<file path="config.mk">
export PLATFORM = sky130hd
export DESIGN_NAME = enc_event_unit
export DESIGN_NICKNAME = d
export VERILOG_FILES = /design/src/rtl/enc_evt_pkg.sv /design/src/rtl/enc_poscmp.sv /design/src/rtl/enc_home_det.sv /design/src/rtl/enc_wdog.sv /design/src/rtl/enc_evt_route.sv /design/src/rtl/enc_event_unit.sv
export SDC_FILE = /design/constraint.sdc
export NUM_CORES = 1
export LEC_CHECK = 0
export ABC_AREA = 1
export BUFFER_PORTS_ARGS = -buffer_cell sky130_fd_sc_hd__buf_2
export CAP_MARGIN = 20
export CORE_MARGIN = 2
export CORE_UTILIZATION = 40
export CTS_CLUSTER_SIZE = 30
export DETAILED_ROUTE_END_ITERATION = 10
export HOLD_SLACK_MARGIN = 0.06
export PLACE_DENSITY = 0.73
export SYNTH_ARGS = -nofsm -noshare
export SYNTH_HDL_FRONTEND = slang
export SYNTH_SLANG_ARGS = --single-unit
export TNS_END_PERCENT = 10
</file>
<file path="constraint.sdc">
create_clock -name clk -period 1.85 [get_ports clk]
set_clock_uncertainty 0.15 [all_clocks]
set_input_delay 0.37 -clock clk [delete_from_list [all_inputs] [get_ports clk]]
set_output_delay 0.37 -clock clk [all_outputs]
set_load 0.02 [all_outputs]
</file>
<file path="src/rtl/enc_evt_pkg.sv">
package enc_evt_pkg;

    localparam int NUM_EV = 4;

    typedef enum int unsigned {
        EV_INDEX = 0,
        EV_POS   = 1,
        EV_HOME  = 2,
        EV_WDOG  = 3
    } evt_idx_e;

    typedef struct packed {
        logic fall_neg;
        logic fall_pos;
        logic rise_neg;
        logic rise_pos;
    } home_arm_t;

    function automatic logic routed(input logic [NUM_EV-1:0] ev,
                                    input logic [NUM_EV-1:0] en);
        return |(ev & en);
    endfunction

endpackage

</file>
<file path="src/rtl/enc_poscmp.sv">
module enc_poscmp #(
    parameter int PH_W  = 21,
    parameter int REV_W = 32
) (
    input  logic             clk,
    input  logic             rst,
    input  logic [PH_W-1:0]  ph_cnt,
    input  logic [REV_W-1:0] rev_cnt,
    input  logic             dir_in,
    input  logic [PH_W-1:0]  cmp_ph,
    input  logic [REV_W-1:0] cmp_rev,
    input  logic             rev_off,
    input  logic             dir_off,
    input  logic             dir_want,
    output logic             pos_ev
);
    logic ph_hit, rev_hit, dir_hit, match_now, match_q;

    always_comb begin
        ph_hit    = (ph_cnt == cmp_ph);
        rev_hit   = rev_off || (rev_cnt == cmp_rev);
        dir_hit   = dir_off || (dir_in == dir_want);
        match_now = ph_hit && rev_hit && dir_hit;
        pos_ev    = match_now && !match_q;
    end

    always_ff @(posedge clk) begin
        if (rst) match_q <= 1'b0;
        else     match_q <= match_now;
    end

    AST_POS_ONCE: assert property (@(posedge clk) disable iff (rst)
        pos_ev |=> !pos_ev) else $error("position event repeated");

endmodule

</file>
<file path="src/rtl/enc_home_det.sv">
module enc_home_det
    import enc_evt_pkg::*;
(
    input  logic       clk,
    input  logic       rst,
    input  logic       h_in,
    input  logic       dir_in,
    input  logic [3:0] arm,
    output logic       home_ev
);
    home_arm_t arm_s;
    logic      h_q, h_rise, h_fall;

    always_ff @(posedge clk) h_q <= h_in;

    always_comb begin
        arm_s   = home_arm_t'(arm);
        h_rise  = h_in && !h_q;
        h_fall  = !h_in && h_q;
        home_ev = (h_rise && !dir_in && arm_s.rise_pos) ||
                  (h_rise &&  dir_in && arm_s.rise_neg) ||
                  (h_fall && !dir_in && arm_s.fall_pos) ||
                  (h_fall &&  dir_in && arm_s.fall_neg);
    end

    AST_HOME_ON_EDGE: assert property (@(posedge clk) disable iff (rst)
        home_ev |-> !$stable(h_in)) else $error("home event without edge");

endmodule

</file>
<file path="src/rtl/enc_wdog.sv">
module enc_wdog #(
    parameter int TO_W = 31
) (
    input  logic            clk,
    input  logic            rst,
    input  logic            en,
    input  logic            edge_seen,
    input  logic [TO_W-1:0] limit,
    output logic            wdg_ev
);
    localparam logic [TO_W-1:0] ONE = TO_W'(1);

    logic [TO_W-1:0] idle_cnt;

    always_comb
        wdg_ev = en && !edge_seen && (limit != '0) && (idle_cnt == limit - ONE);

    always_ff @(posedge clk) begin
        if (rst || !en || edge_seen) idle_cnt <= '0;
        else if (idle_cnt != limit)  idle_cnt <= idle_cnt + ONE;
    end

    AST_WDG_SINGLE: assert property (@(posedge clk) disable iff (rst)
        wdg_ev |=> (!wdg_ev || !$stable(limit))) else $error("watchdog refired");

endmodule

</file>
<file path="src/rtl/enc_evt_route.sv">
module enc_evt_route
    import enc_evt_pkg::*;
(
    input  logic              clk,
    input  logic              rst,
    input  logic [NUM_EV-1:0] ev,
    input  logic [NUM_EV-1:0] clr,
    input  logic [NUM_EV-1:0] irq_en,
    input  logic [NUM_EV-1:0] dma_en,
    input  logic [NUM_EV-1:0] trig_en,
    input  logic [NUM_EV-1:0] load_en,
    input  logic              sw_read,
    input  logic              snap_in,
    input  logic              snap_en,
    output logic [NUM_EV-1:0] flags,
    output logic              irq,
    output logic              dma_req,
    output logic              trig_out,
    output logic              read_load,
    output logic              snap_load
);
    logic snap_q;

    for (genvar g = 0; g < NUM_EV; g++) begin : g_flag
        always_ff @(posedge clk) begin
            if (rst)         flags[g] <= 1'b0;
            else if (ev[g])  flags[g] <= 1'b1;
            else if (clr[g]) flags[g] <= 1'b0;
        end

        AST_FLAG_SET: assert property (@(posedge clk) disable iff (rst)
            ev[g] |=> flags[g]) else $error("flag not set");
        AST_FLAG_HOLD: assert property (@(posedge clk) disable iff (rst)
            (flags[g] && !clr[g]) |=> flags[g]) else $error("flag lost");
    end

    always_ff @(posedge clk) snap_q <= snap_in;

    always_ff @(posedge clk) begin
        if (rst) begin
            dma_req   <= 1'b0;
            trig_out  <= 1'b0;
            read_load <= 1'b0;
            snap_load <= 1'b0;
        end else begin
            dma_req   <= routed(ev, dma_en);
            trig_out  <= routed(ev, trig_en);
            read_load <= sw_read || routed(ev, load_en);
            snap_load <= snap_en && snap_in && !snap_q;
        end
    end

    always_comb irq = routed(flags, irq_en);

    AST_SW_READ: assert property (@(posedge clk) disable iff (rst)
        sw_read |=> read_load) else $error("software read lost");

endmodule

</file>
<file path="src/rtl/enc_event_unit.sv">
module enc_event_unit
    import enc_evt_pkg::*;
#(
    parameter int PH_W  = 21,
    parameter int REV_W = 32,
    parameter int TO_W  = 31
) (
    input  logic              clk,
    input  logic              rst,
    input  logic [PH_W-1:0]   ph_cnt,
    input  logic [REV_W-1:0]  rev_cnt,
    input  logic              dir_in,
    input  logic              z_in,
    input  logic              h_in,
    input  logic              edge_strobe,
    input  logic              snap_in,
    input  logic [PH_W-1:0]   cmp_ph,
    input  logic [REV_W-1:0]  cmp_rev,
    input  logic              cmp_rev_off,
    input  logic              cmp_dir_off,
    input  logic              cmp_dir,
    input  logic [3:0]        home_arm,
    input  logic              wdg_en,
    input  logic [TO_W-1:0]   wdg_limit,
    input  logic              snap_en,
    input  logic              sw_read,
    input  logic [NUM_EV-1:0] flag_clr,
    input  logic [NUM_EV-1:0] irq_en,
    input  logic [NUM_EV-1:0] dma_en,
    input  logic [NUM_EV-1:0] trig_en,
    input  logic [NUM_EV-1:0] load_en,
    output logic [NUM_EV-1:0] flags,
    output logic              irq,
    output logic              dma_req,
    output logic              trig_out,
    output logic              read_load,
    output logic              snap_load
);
    logic [NUM_EV-1:0] ev;
    logic z_q, pos_ev, home_ev, wdg_ev;

    always_ff @(posedge clk) z_q <= z_in;

    enc_poscmp #(.PH_W(PH_W), .REV_W(REV_W)) i_poscmp (
        .clk(clk), .rst(rst), .ph_cnt(ph_cnt), .rev_cnt(rev_cnt), .dir_in(dir_in),
        .cmp_ph(cmp_ph), .cmp_rev(cmp_rev), .rev_off(cmp_rev_off),
        .dir_off(cmp_dir_off), .dir_want(cmp_dir), .pos_ev(pos_ev)
    );

    enc_home_det i_home (
        .clk(clk), .rst(rst), .h_in(h_in), .dir_in(dir_in),
        .arm(home_arm), .home_ev(home_ev)
    );

    enc_wdog #(.TO_W(TO_W)) i_wdog (
        .clk(clk), .rst(rst), .en(wdg_en), .edge_seen(edge_strobe),
        .limit(wdg_limit), .wdg_ev(wdg_ev)
    );

    always_comb begin
        ev           = '0;
        ev[EV_INDEX] = z_in && !z_q;
        ev[EV_POS]   = pos_ev;
        ev[EV_HOME]  = home_ev;
        ev[EV_WDOG]  = wdg_ev;
    end

    enc_evt_route i_route (
        .clk(clk), .rst(rst), .ev(ev), .clr(flag_clr), .irq_en(irq_en),
        .dma_en(dma_en), .trig_en(trig_en), .load_en(load_en), .sw_read(sw_read),
        .snap_in(snap_in), .snap_en(snap_en), .flags(flags), .irq(irq),
        .dma_req(dma_req), .trig_out(trig_out), .read_load(read_load),
        .snap_load(snap_load)
    );

    AST_Z_FLAG: assert property (@(posedge clk) disable iff (rst)
        (z_in && !$past(z_in)) |=> flags[EV_INDEX]) else $error("index flag missing");

endmodule

</file>
-- Word-level counts from Yosys, hierarchy flattened
Cells that the tools add are included.
- bits in registers: 43
- output and inout bits: 9
- latch bits: 0
- input port bits: 174
- bits in writable memories: 0
- memories kept: 0
- word-level logic and storage cells: 76
- ROM bits: 0
- multiply operators: 0
- mux-type cells: 8
- magnitude comparators: 0
- shift operators: 0
- reductions and logical operators: 44
- bitwise gates (word level): 4
- div/mod/pow operators: 0
- add/sub/neg operators: 2
- equality and inequality tests: 5
- operators with widths (kind ; count):
    $eq A32 B32 Y1 ; 1
    $add A31 B1 Y31 const B ; 1
    $eq A31 B31 Y1 ; 1
    $ne A31 B31 Y1 ; 1
    $reduce_bool A31 Y1 ; 1
    $sub A31 B1 Y31 const B ; 1
    $eq A21 B21 Y1 ; 1
    $logic_and A1 B1 Y1 ; 19
    $and A4 B4 Y4 ; 4
    $reduce_or A4 Y1 ; 4
    $logic_not A1 Y1 ; 8
    $logic_or A1 B1 Y1 ; 8
    $mux W1 ; 8
    $reduce_bool A2 Y1 ; 4
    $eq A1 B1 Y1 ; 1

-- Longest topological paths before layout
Gate-level depths: netlist of run 1.
- depth in word-level cells: 10
- mapped depth: 14
- gate-level depth less buffers: 14

-- By module
Synthesis of run 1 repeated with hierarchy kept, for this count alone.
- cell total of the unflattened synthesis: 835
- area total of the unflattened synthesis: 4765.8 um^2
- by module, submodules not included (module ; area an instance (um^2) ; instances ; cells each ; seq. area each (um^2)):
    enc_wdog ; 3465.8 ; 1 ; 600 ; 620.6
    enc_poscmp ; 824.5 ; 1 ; 162 ; 20.0
    enc_evt_route ; 367.9 ; 1 ; 54 ; 180.2
    enc_home_det ; 77.6 ; 1 ; 16 ; 20.0
    enc_event_unit ; 30.0 ; 1 ; 3 ; 20.0

-- Least setup slack after synthesis of run 1
Ideal clock, no wire load.
- path kind: input to register
- start: input wdg_limit[0]
- end: register i_route.dma_req
- cell stages on the path: 12
- library setup time: 0.070 ns
- buffers on the path: 0
- arrival: 1.695 ns
- data required time: 1.630 ns
- setup slack: -0.065 ns
- cells stage by stage: inv_1 ha_1 nand2_4 nor2_8 nand2_2 o21ai_1 nand2_1 nor2_1 nand3_1 nor2_2 nand3_1 a21oi_1
- cells in the longest elaborated chain, start to end: 5
- elaborated cells on any way between the ends: 7
- classes of those cells: add/sub (1); eq/ne (1); bitwise (1); reduce/logical (4)
- ends and longest elaborated chain (item ; line ; text):
    start: declaration ; enc_event_unit.sv:24 ; input logic [TO_W-1:0] wdg_limit,
    $sub A31 B1 Y31 or $reduce_bool A31 Y1 (tied branches) ; enc_wdog.sv:16 ; wdg_ev = en && !edge_seen && (limit != '0) && (idle_cnt == limit - ONE);
    $eq A31 B31 Y1 or $logic_and A1 B1 Y1 (tied branches) ; enc_wdog.sv:16 ;
    $logic_and A1 B1 Y1 (*) ; enc_wdog.sv:16 ;
    $and A4 B4 Y4 (*) ; enc_evt_pkg.sv:21 ; return |(ev & en);
    $reduce_or A4 Y1 (*) ; enc_evt_pkg.sv:21 ;
    end signal: assignment ; enc_evt_route.sv:46 ; dma_req <= routed(ev, dma_en);
    end: declaration ; enc_evt_route.sv:17 ; output logic dma_req,
Every way passes the cells marked *; elsewhere a longest branch is shown, timed or not.
A chain may end at the register's enable or synchronous reset.

-- Final worst setup path of run 1
- start: register i_wdog.idle_cnt[3]
- end: register i_wdog.idle_cnt[24]
- cells in the longest elaborated chain, start to end: 1
- elaborated cells on any way between the ends: 2
- classes of those cells: add/sub (1); eq/ne (1)
- ends and longest elaborated chain (item ; line ; text):
    start: declaration ; enc_wdog.sv:13 ; logic [TO_W-1:0] idle_cnt;
    start signal: assignment ; enc_wdog.sv:20 ; else if (idle_cnt != limit) idle_cnt <= idle_cnt + ONE;
    $add A31 B1 Y31 or $ne A31 B31 Y1 (tied branches) ; enc_wdog.sv:20 ;
Several ways; a longest one is shown, not always the timed one.

==> results of run 1 <==
## cell families (layout without fill, tap and decap cells)
family	count (synthesis)	after routing	synth area share, %
AO/OA/AOI/OAI	61	61	7.71
AND/OR/NAND/NOR	464	464	44.7
buffers and inverters	99	408	8.70
XOR/XNOR	103	103	19.6
adder cells (fa/ha/maj)	3	3	0.804
flip-flops	43	43	18.4
## through the flow
stage	setup TNS, ns	hold slack, ns	instance area (sq um)	setup WS (ns)	utilization, %
after CTS	-1.48	0.164	6960	-0.0719	60.9
after global placement	-6.75	0.227	6650	-0.345	58.2
after global routing	-7.03	0.188	7170	-0.236	62.8
final	-3.82	0.161	7170	-0.156	62.8
after floorplan	0	0.223	4690	0.00967	-
after detailed placement	-7.65	0.237	6650	-0.372	58.2
## timing repair
action	CTS	global route
buffers inserted	3	1
pin swaps	6	12
gates cloned	1	2
hold buffers	3	0
endpoints found under the hold margin	3	0
endpoints found under the setup margin	35	35
resized for setup	19	42
## sequential cells by signal, summed over array words and instances (netlist names)
register / cells
i_home.h_q: 1
i_route.read_load: 1
i_route.flags: 4
i_route.dma_req: 1
i_wdog.idle_cnt: 31
i_poscmp.match_q: 1
i_route.trig_out: 1
z_q: 1
i_route.snap_q: 1
i_route.snap_load: 1
## cell usage after synthesis, drive strengths merged
master	n	share of area, %
xor2	44	8.2
a22oi	2	0.32
o22ai	3	0.40
nand2	245	21
a21oi	35	4.6
ha	3	0.80
o211ai	1	0.16
clkbuf	3	0.24
nand4	19	2.5
nand3	37	4.3
nor3b	1	0.16
xnor2	59	11
dfxtp	43	18
and2	1	0.13
o21a	1	0.16
nor4	11	1.6
inv	84	6.7
nor3	24	3.0
buf	10	1.5
clkinv	2	0.19
nor2	121	11
o21ai	18	1.9
or2	2	0.27
nand3b	3	0.48
a221oi	1	0.19
## worst max-delay path by stage
stage / from / end / depth (start not counted)
5_1_grt: i_wdog.idle_cnt[2]$_SDFFE_PP0P_ / i_wdog.idle_cnt[28]$_SDFFE_PP0P_ / 12
4_1_cts: i_wdog.idle_cnt[3]$_SDFFE_PP0P_ / i_wdog.idle_cnt[16]$_SDFFE_PP0P_ / 11
2_1_floorplan: i_wdog.idle_cnt[1]$_SDFFE_PP0P_ / i_wdog.idle_cnt[20]$_SDFFE_PP0P_ / 8
3_5_place_dp: wdg_limit[0] / i_route.dma_req$_SDFF_PP0_ / 14
3_3_place_gp: wdg_limit[0] / i_route.dma_req$_SDFF_PP0_ / 14
6_report: i_wdog.idle_cnt[3]$_SDFFE_PP0P_ / i_wdog.idle_cnt[24]$_SDFFE_PP0P_ / 12
## metal layers
| layer | vias up | share of wire [%] | GRT usage, % | wire length, microns |
|---|---|---|---|---|
| met4 | 0 | 4.0 | 11.1 | 695 |
| met3 | 41 | 6.2 | 4.64 | 1080 |
| met2 | 218 | 50 | 49.1 | 8610 |
| li1 | 3051 | - | - | - |
| met1 | 2679 | 40 | 31.8 | 6990 |
| met5 | - | 0 | 0 | 0 |
## report_power, final
group	internal [W]	leakage, nW	total, W	switching, W
Sequential	0.000936	0.355	0.000942	0.00000646
Clock	0.000645	0.0844	0.00106	0.000418
Combinational	0.000385	2.87	0.000761	0.000376
## area by class of cell
class                           count  area [sq um]  area share, %
Clock buffer                        5           125           1.75
Multi-Input combinational cell    631          3620           50.5
Sequential cell                    43           878           12.3
Tap cell                          143           179           2.50
Clock inverter                      3          47.5          0.664
Inverter                           86           333           4.64
Timing Repair Buffer              314          1990           27.7
## critical path, cell delays in order (launching register included)
cell,delay (ns)
dfxtp_2,0.32
inv_1,0.05
buf_4,0.14
nand2_2,0.06
nand2_1,0.08
nor2_1,0.14
nand4_1,0.12
nor3_2,0.22
nand2_2,0.17
clkinv_4,0.15
buf_12,0.12
nand2_1,0.06
a21oi_1,0.13
==> flow_summary.json, run 1 <==
{
  "outcome": "complete, but fails checks",
  "failed_checks": "negative setup slack",
  "fin_nets": 1258,
  "synth_seq_cells": 43,
  "yosysWarnings": 0,
  "hold_depth": 3,
  "finalHoldViolCount": 0,
  "firstDrtPassIters": 5,
  "cts_tree": "built",
  "hpwl_mm": 14.4,
  "core_area_sq_mm": 0.0114,
  "routed-via-count": 5989,
  "mostFrequentLayoutCells": "nand2_1, buf_2, buf_4, nor2_1, inv_1",
  "critPathKind": "reg -> reg",
  "antennaDiodeCount": 0,
  "die_w_microns": 112,
  "wl_per_cell_microns": 14.2,
  "hold_path_end": "i_route.snap_load$_SDFF_PP0_",
  "drive_above_1_share_pct": 39.4,
  "slew_violations": 0,
  "h-tree-depth": 2,
  "syn_area_sq_mm": 0.00467,
  "setup_viol": 31,
  "yosysSeqAreaShare_pct": 18.4,
  "required_ns": 1.92,
  "power_w": 0.00277,
  "cts_buffer_depth": 2,
  "portBuffers": 182,
  "start_util_pct": 40.9,
  "antenna_found_initial": 0,
  "ir_drop_mv": 0.320,
  "grt_pass1_vias": 5919,
  "hold_class": "in -> reg",
  "fillers": 1067,
  "finalWorstSetupSlack_ns": -0.156,
  "synth.distinct_cells": 41,
  "num_rows": 39,
  "area_delta_synth_final_pct": 53.4,
  "routed_wl_mm": 17.4,
  "r2r-end": "i_wdog.idle_cnt[24]$_SDFFE_PP0P_",
  "cp.arrival_ns": 2.08,
  "leakage_nw": 3.31,
  "max_freq_ghz": 0.498,
  "final_common_cell": "nand2_1",
  "r2r_slack_ns": -0.16,
  "synth_nets": 950,
  "clkLatencyLatePin_ns": 0.29,
  "period_share_pct": 108,
  "drt-initial-drc-count": 254,
  "grt_first_pass_wirelength_mm": 27.5,
  "cts_root_buf": "clkbuf_16",
  "cts_buffers": 5,
  "fin_cells": 1225,
  "worst_pin_slew_ns": 0.379,
  "relSlewSlack_pct": 74.7,
  "post-place-cells": 1207,
  "rr_startpoint": "i_wdog.idle_cnt[3]$_SDFFE_PP0P_",
  "ios": 183,
  "ff2ff_path_depth": 12,
  "maxCapViolations": 0,
  "rsz0062_at_grt": "true",
  "drc": 0,
  "clkSinkCount": 43,
  "cp_max_fo": 6,
  "synth.avg_cell_area_sq_um": 6.04,
  "dieHeight_microns": 112,
  "p_per_area_mw_per_mm2": 386,
  "worstSetupEndpointType": "register",
  "start_kind": "register",
  "min_period_ns": 2.01,
  "gp_congestion": 0.971,
  "hold_start": "snap_en",
  "grt.total_usage_pct": 27.1,
  "clkSlewWorstSetupHoldPaths_ns": 0.07,
  "synthCells": 773,
  "grt_max_degree": 28,
  "grt_overflow": 0,
  "viasPerCell": 4.89,
  "antenna_left": 0,
  "die_area_sq_mm": 0.0126
}
Power figures use the tool's default switching activity.
==> run 2, diff against run 1 <==
CTS_CLUSTER_SIZE = 14   (was 30)
RECOVER_POWER = 25   (was default)
==> run 2 against run 1 <==
Effect of this change: sequential share of layout area about the same; the flow still finishes with violations (negative setup slack); non-clock buffer count unchanged; setup slack worse by 0.0047 ns; clock power hardly changed; sequential power barely moved; fmax is 0.23% lower; wire length about the same; first-iteration DRC count is 2.0% lower; largest power group unchanged; sequential cell count stayed put; register-to-register slack is essentially flat.
==> flow_summary.json, run 2 (synthesized netlist as in run 1, its figures left out) <==
{
  "portBuffers": 182,
  "final_core_util_pct": 62.7,
  "die_area_sq_mm": 0.0126,
  "period_share_pct": 109,
  "dp_slack_ns": -0.372,
  "slew_violations": 0,
  "drt-initial-drc-count": 249,
  "num_rows": 39,
  "mostFrequentLayoutCells": "nand2_1, buf_2, buf_4, nor2_1, inv_1",
  "endpoint": "i_wdog.idle_cnt[11]$_SDFFE_PP0P_",
  "grt_first_pass_wirelength_mm": 27.5,
  "place_area_sq_mm": 0.00665,
  "ir_drop_mv": 0.321,
  "p_switching_w": 0.000805,
  "relSlewSlack_pct": 74.7,
  "cts_buffer_depth": 2,
  "combPwrFrac_pct": 27.5,
  "critPathSlowestCell": "dfxtp_2",
  "hpwl_mm": 14.4,
  "hold_start": "snap_en",
  "internal_power_w": 0.00197,
  "max_freq_ghz": 0.497,
  "gp_congestion": 0.971,
  "clkSinkCount": 43,
  "ff2ff_path_depth": 12,
  "routed_wl_mm": 17.4,
  "dieHeight_microns": 112,
  "final_common_cell": "nand2_1",
  "core_area_sq_mm": 0.0114,
  "rsz0062_at_grt": "true",
  "r2r_slack_ns": -0.16,
  "required_ns": 1.92,
  "p_per_area_mw_per_mm2": 387,
  "critPathKind": "reg -> reg",
  "grt_overflow": 0,
  "cts_root_buf": "clkbuf_16",
  "worst_pin_slew_ns": 0.380,
  "clkSlewWorstSetupHoldPaths_ns": 0.07,
  "setup_viol": 32,
  "leakage_nw": 3.31,
  "ios": 183,
  "clkPwrFrac_pct": 38.5,
  "drc": 0,
  "hold_class": "in -> reg",
  "start_util_pct": 40.9,
  "path_cells": "inv_1, buf_4, nand2_2, nand2_1, nor2_1, nand4_1, nor3_2, nand2_2, clkinv_4, clkbuf_16, nand2_1, a21oi_1",
  "firstDrtPassIters": 5,
  "drive_above_1_share_pct": 39.3,
  "r2r-end": "i_wdog.idle_cnt[11]$_SDFFE_PP0P_",
  "largest-register": "i_wdog.idle_cnt",
  "rr_startpoint": "i_wdog.idle_cnt[3]$_SDFFE_PP0P_",
  "antenna_left": 0,
  "worstSetupEndpointType": "register",
  "sequentialPowerShare_pct": 34.0,
  "finalHoldViolCount": 0,
  "top_regs": "i_wdog.idle_cnt (31), i_route.flags (4)",
  "die_w_microns": 112,
  "power_w": 0.00277,
  "cts_tree": "built",
  "cp_max_fo": 5,
  "grt_pass1_vias": 5919,
  "grt_max_degree": 28,
  "failed_checks": "negative setup slack",
  "grt.total_usage_pct": 27.1,
  "cts_buffers": 5,
  "maxCapViolations": 0,
  "min_period_ns": 2.01,
  "largest_reg_flops": 31,
  "viasPerCell": 4.89,
  "finalWorstSetupSlack_ns": -0.161,
  "routed-via-count": 5991,
  "antennaDiodeCount": 0,
  "switching_share_pct": 29.0,
  "area_delta_synth_final_pct": 53.3,
  "antenna_found_initial": 0,
  "wl_per_cell_microns": 14.2,
  "crit_path_max_incr_delay_ns": 0.32,
  "clkLatencyLatePin_ns": 0.29,
  "h-tree-depth": 2,
  "fin_nets": 1258,
  "start_kind": "register",
  "startpoint": "i_wdog.idle_cnt[3]$_SDFFE_PP0P_",
  "cp.arrival_ns": 2.08,
  "finish.instance_area_sq_mm": 0.00716,
  "outcome": "complete, but fails checks"
}
[run 2: changes by cell type in the layout (fill, tap and decap cells not counted)]
cell,delta
clkbuf_2,+1
buf_2,-2
clkbuf_1,+1
[run 2: layout make-up]
type,instances,area (sq um)
Clock inverter,3,47.5
Clock buffer,5,125
Sequential cell,43,878
Timing Repair Buffer,314,1990
Tap cell,143,179
Multi-Input combinational cell,631,3620
Inverter,86,333
Fill cell,1068,4250
[run 2: per-stage QoR]
stage / TNS (ns) / hold WS [ns] / instances
floorplan: 0 / 0.223 / 773
global placement: -6.75 / 0.227 / 1207
detailed placement: -7.65 / 0.237 / 1207
CTS: -1.48 / 0.164 / 1222
global route: -7.03 / 0.188 / 1225
finish: -3.90 / 0.160 / 1225
[run 2: power groups by stage]
| stage | logic [W] | clock network, W | registers (W) |
|---|---|---|---|
| floorplan | 0.000313 | 0 | 0.000973 |
| finish | 0.000761 | 0.00107 | 0.000942 |
| CTS | 0.000742 | 0.00108 | 0.000943 |
| detailed placement | 0.000722 | 0 | 0.000965 |
| global placement | 0.000711 | 0 | 0.000964 |
| global route | 0.000836 | 0.00112 | 0.000943 |
[run 2: how the worst min path moves through the flow]
stage | cells after the start | end | slack [ns]
global placement | 1 | i_route.snap_load$_SDFF_PP0_ | 0.23
floorplan | 1 | i_route.snap_load$_SDFF_PP0_ | 0.22
detailed placement | 1 | i_route.snap_load$_SDFF_PP0_ | 0.24
CTS | 3 | i_route.snap_load$_SDFF_PP0_ | 0.16
finish | 3 | i_route.snap_load$_SDFF_PP0_ | 0.16
global route | 3 | i_route.snap_load$_SDFF_PP0_ | 0.19
[run 2: critical path: cells and delay by family, from the launching register on]
family	cells	cell delay, ns
AND/OR/NAND/NOR	7	0.84
buffers and inverters	4	0.50
flip-flops	1	0.32
AO/OA/AOI/OAI	1	0.11
[run 2: repair_timing]
action	in CTS	in global routing
cloned	1	2
hold endpoints to repair	3	0
hold buffers	3	0
setup endpoints to repair	35	35
pin swaps	6	12
buffers inserted	3	1
gates resized for setup	19	42
[run 2: per-layer routing]
metal | global-route usage (%) | wire length, microns
met2 | 49.1 | 8600
met3 | 4.64 | 1060
met5 | 0 | 0
met1 | 31.8 | 7010
met4 | 11.1 | 704
==> run 3, diff against run 2 <==
CELL_PAD_IN_SITES_DETAIL_PLACEMENT = 0   (was default)
CELL_PAD_IN_SITES_GLOBAL_PLACEMENT = 1   (was default)
CORE_UTILIZATION = 30   (was 40)
MAX_ROUTING_LAYER = met4   (was default)
PLACE_DENSITY = 0.81   (was 0.73)
==> run 3 against run 2 <==
Effect of this change: the run still ends with negative setup slack left; sequential share of layout area decreased by 0.56 points; non-clock buffer count up 16; fmax increased by 2.7%; clock power is essentially flat; setup slack improved by 0.053 ns; critical path depth is the same; final cell count is 5.0% higher; largest cell class unchanged.
==> flow_summary.json, run 3 (synthesized netlist as in run 1, its figures left out) <==
{
  "outcome": "complete, but fails checks",
  "failed_checks": "negative setup slack",
  "largest-register": "i_wdog.idle_cnt",
  "area_delta_synth_final_pct": 60.5,
  "largest_reg_flops": 31,
  "grt_pass1_vias": 5731,
  "start_util_pct": 30.7,
  "antenna_left": 0,
  "drt-initial-drc-count": 294,
  "die_w_microns": 129,
  "min_period_ns": 1.96,
  "worstSetupEndpointType": "register",
  "grt_first_pass_wirelength_mm": 27.4,
  "worst_pin_slew_ns": 0.458,
  "cts_root_buf": "clkbuf_16",
  "p_switching_w": 0.000821,
  "leakage_nw": 3.47,
  "max_freq_ghz": 0.511,
  "num_rows": 45,
  "portBuffers": 182,
  "switching_share_pct": 29.4,
  "drive_above_1_share_pct": 42.5,
  "post-place-cells": 1267,
  "final_common_cell": "nand2_1",
  "mostFrequentLayoutCells": "nand2_1, buf_2, buf_4, nor2_1, inv_1",
  "fin_cells": 1286,
  "grt.total_usage_pct": 21.8,
  "rsz0062_at_grt": "true",
  "required_ns": 1.93,
  "routed-via-count": 5880,
  "antennaDiodeCount": 0,
  "routed_wl_mm": 17.8,
  "fin_nets": 1274,
  "slew_violations": 0,
  "hold_class": "in -> reg",
  "power_w": 0.00280,
  "setup_viol": 35,
  "wl_per_cell_microns": 13.9,
  "ios": 183,
  "start_kind": "register",
  "period_share_pct": 106,
  "h-tree-depth": 2,
  "grt_max_degree": 28,
  "relSlewSlack_pct": 69.5,
  "cts_tree": "built",
  "gp_congestion": 0.924,
  "grt_overflow": 0,
  "clkLatencyLatePin_ns": 0.31,
  "core_area_sq_mm": 0.0152,
  "ir_drop_mv": 0.324,
  "holdWs_ns": 0.149,
  "finalWorstSetupSlack_ns": -0.108,
  "firstDrtPassIters": 7,
  "internal_power_w": 0.00198,
  "sequentialPowerShare_pct": 33.7,
  "die_area_sq_mm": 0.0166,
  "dieHeight_microns": 129,
  "clkPwrFrac_pct": 38.5,
  "critPathKind": "reg -> reg",
  "finish.instance_area_sq_mm": 0.00750,
  "maxCapViolations": 0,
  "hpwl_mm": 14.9,
  "antenna_found_initial": 0,
  "drc": 0,
  "cp.arrival_ns": 2.04,
  "p_per_area_mw_per_mm2": 373,
  "viasPerCell": 4.57,
  "clkSlewWorstSetupHoldPaths_ns": 0.07,
  "cp_max_fo": 8,
  "place_area_sq_mm": 0.00681,
  "clkSinkCount": 43,
  "top_regs": "i_wdog.idle_cnt (31), i_route.flags (4)",
  "final_core_util_pct": 49.3,
  "finalHoldViolCount": 0,
  "cts_buffers": 5,
  "cts_buffer_depth": 2,
  "combPwrFrac_pct": 27.8
}
-- run 3: power groups by stage --
| stage | sequential (W) | clock, W | combinational (W) |
|---|---|---|---|
| after floorplan | 0.000973 | 0 | 0.000313 |
| after global placement | 0.000964 | 0 | 0.000725 |
| after detailed placement | 0.000965 | 0 | 0.000731 |
| after CTS | 0.000943 | 0.00110 | 0.000748 |
| after global routing | 0.000942 | 0.00113 | 0.000862 |
| final | 0.000941 | 0.00108 | 0.000779 |
-- run 3: final cells by class --
type	instances	area [sq um]
Clock inverter	3	46.3
Fill cell	1601	7700
Inverter	86	333
Timing Repair Buffer	330	2130
Tap cell	188	235
Clock buffer	5	125
Multi-Input combinational cell	631	3750
Sequential cell	43	877
-- run 3: path summary, 6_finish.rpt --
path | start | depth (start not counted) | endpoint | slack, ns
min reg2reg | i_route.snap_q$_DFF_P_ | 1 | i_route.snap_load$_SDFF_PP0_ | 0.24
min | snap_en | 3 | i_route.snap_load$_SDFF_PP0_ | 0.15
max reg2reg | i_wdog.idle_cnt[4]$_SDFFE_PP0P_ | 12 | i_wdog.idle_cnt[7]$_SDFFE_PP0P_ | -0.11
max | i_wdog.idle_cnt[4]$_SDFFE_PP0P_ | 12 | i_wdog.idle_cnt[7]$_SDFFE_PP0P_ | -0.11
-- run 3: metal layers --
layer	part of all wire, %	global-route usage [%]	wire length, microns	up-vias
met5	0	-	0	-
met2	48	37.1	8620	146
met1	44	26.6	7920	2623
met4	2.5	7.03	439	0
li1	-	-	-	3081
met3	4.7	2.87	847	30
-- run 3: worst max-delay path, stage by stage, from the launching register on --
cell      delay, ns
dfxtp_4        0.37
buf_6          0.11
nand2_4        0.04
nand2_4        0.07
nand2_2        0.05
nor3_2         0.16
nand4_1        0.17
nor3_2         0.20
nand2_2        0.13
clkinv_4       0.12
buf_8          0.14
nand2_1        0.05
a21oi_1        0.11
-- run 3: timing repair --
item | CTS | global route
endpoints found under the hold margin | 3 | 0
hold buffers | 3 | 0
gates resized for setup | 24 | 81
cloned | 0 | 2
pin swaps | 7 | 29
setup endpoints to repair | 35 | 35
setup buffers | 0 | 6
-- run 3: metrics by stage --
step                setup slack (ns)  TNS, ns
detailed placement            -0.372    -8.68
finish                        -0.108    -2.85
global route                  -0.218    -6.60
CTS                          -0.0568    -1.40
floorplan                    0.00967        0
global placement              -0.377    -9.11
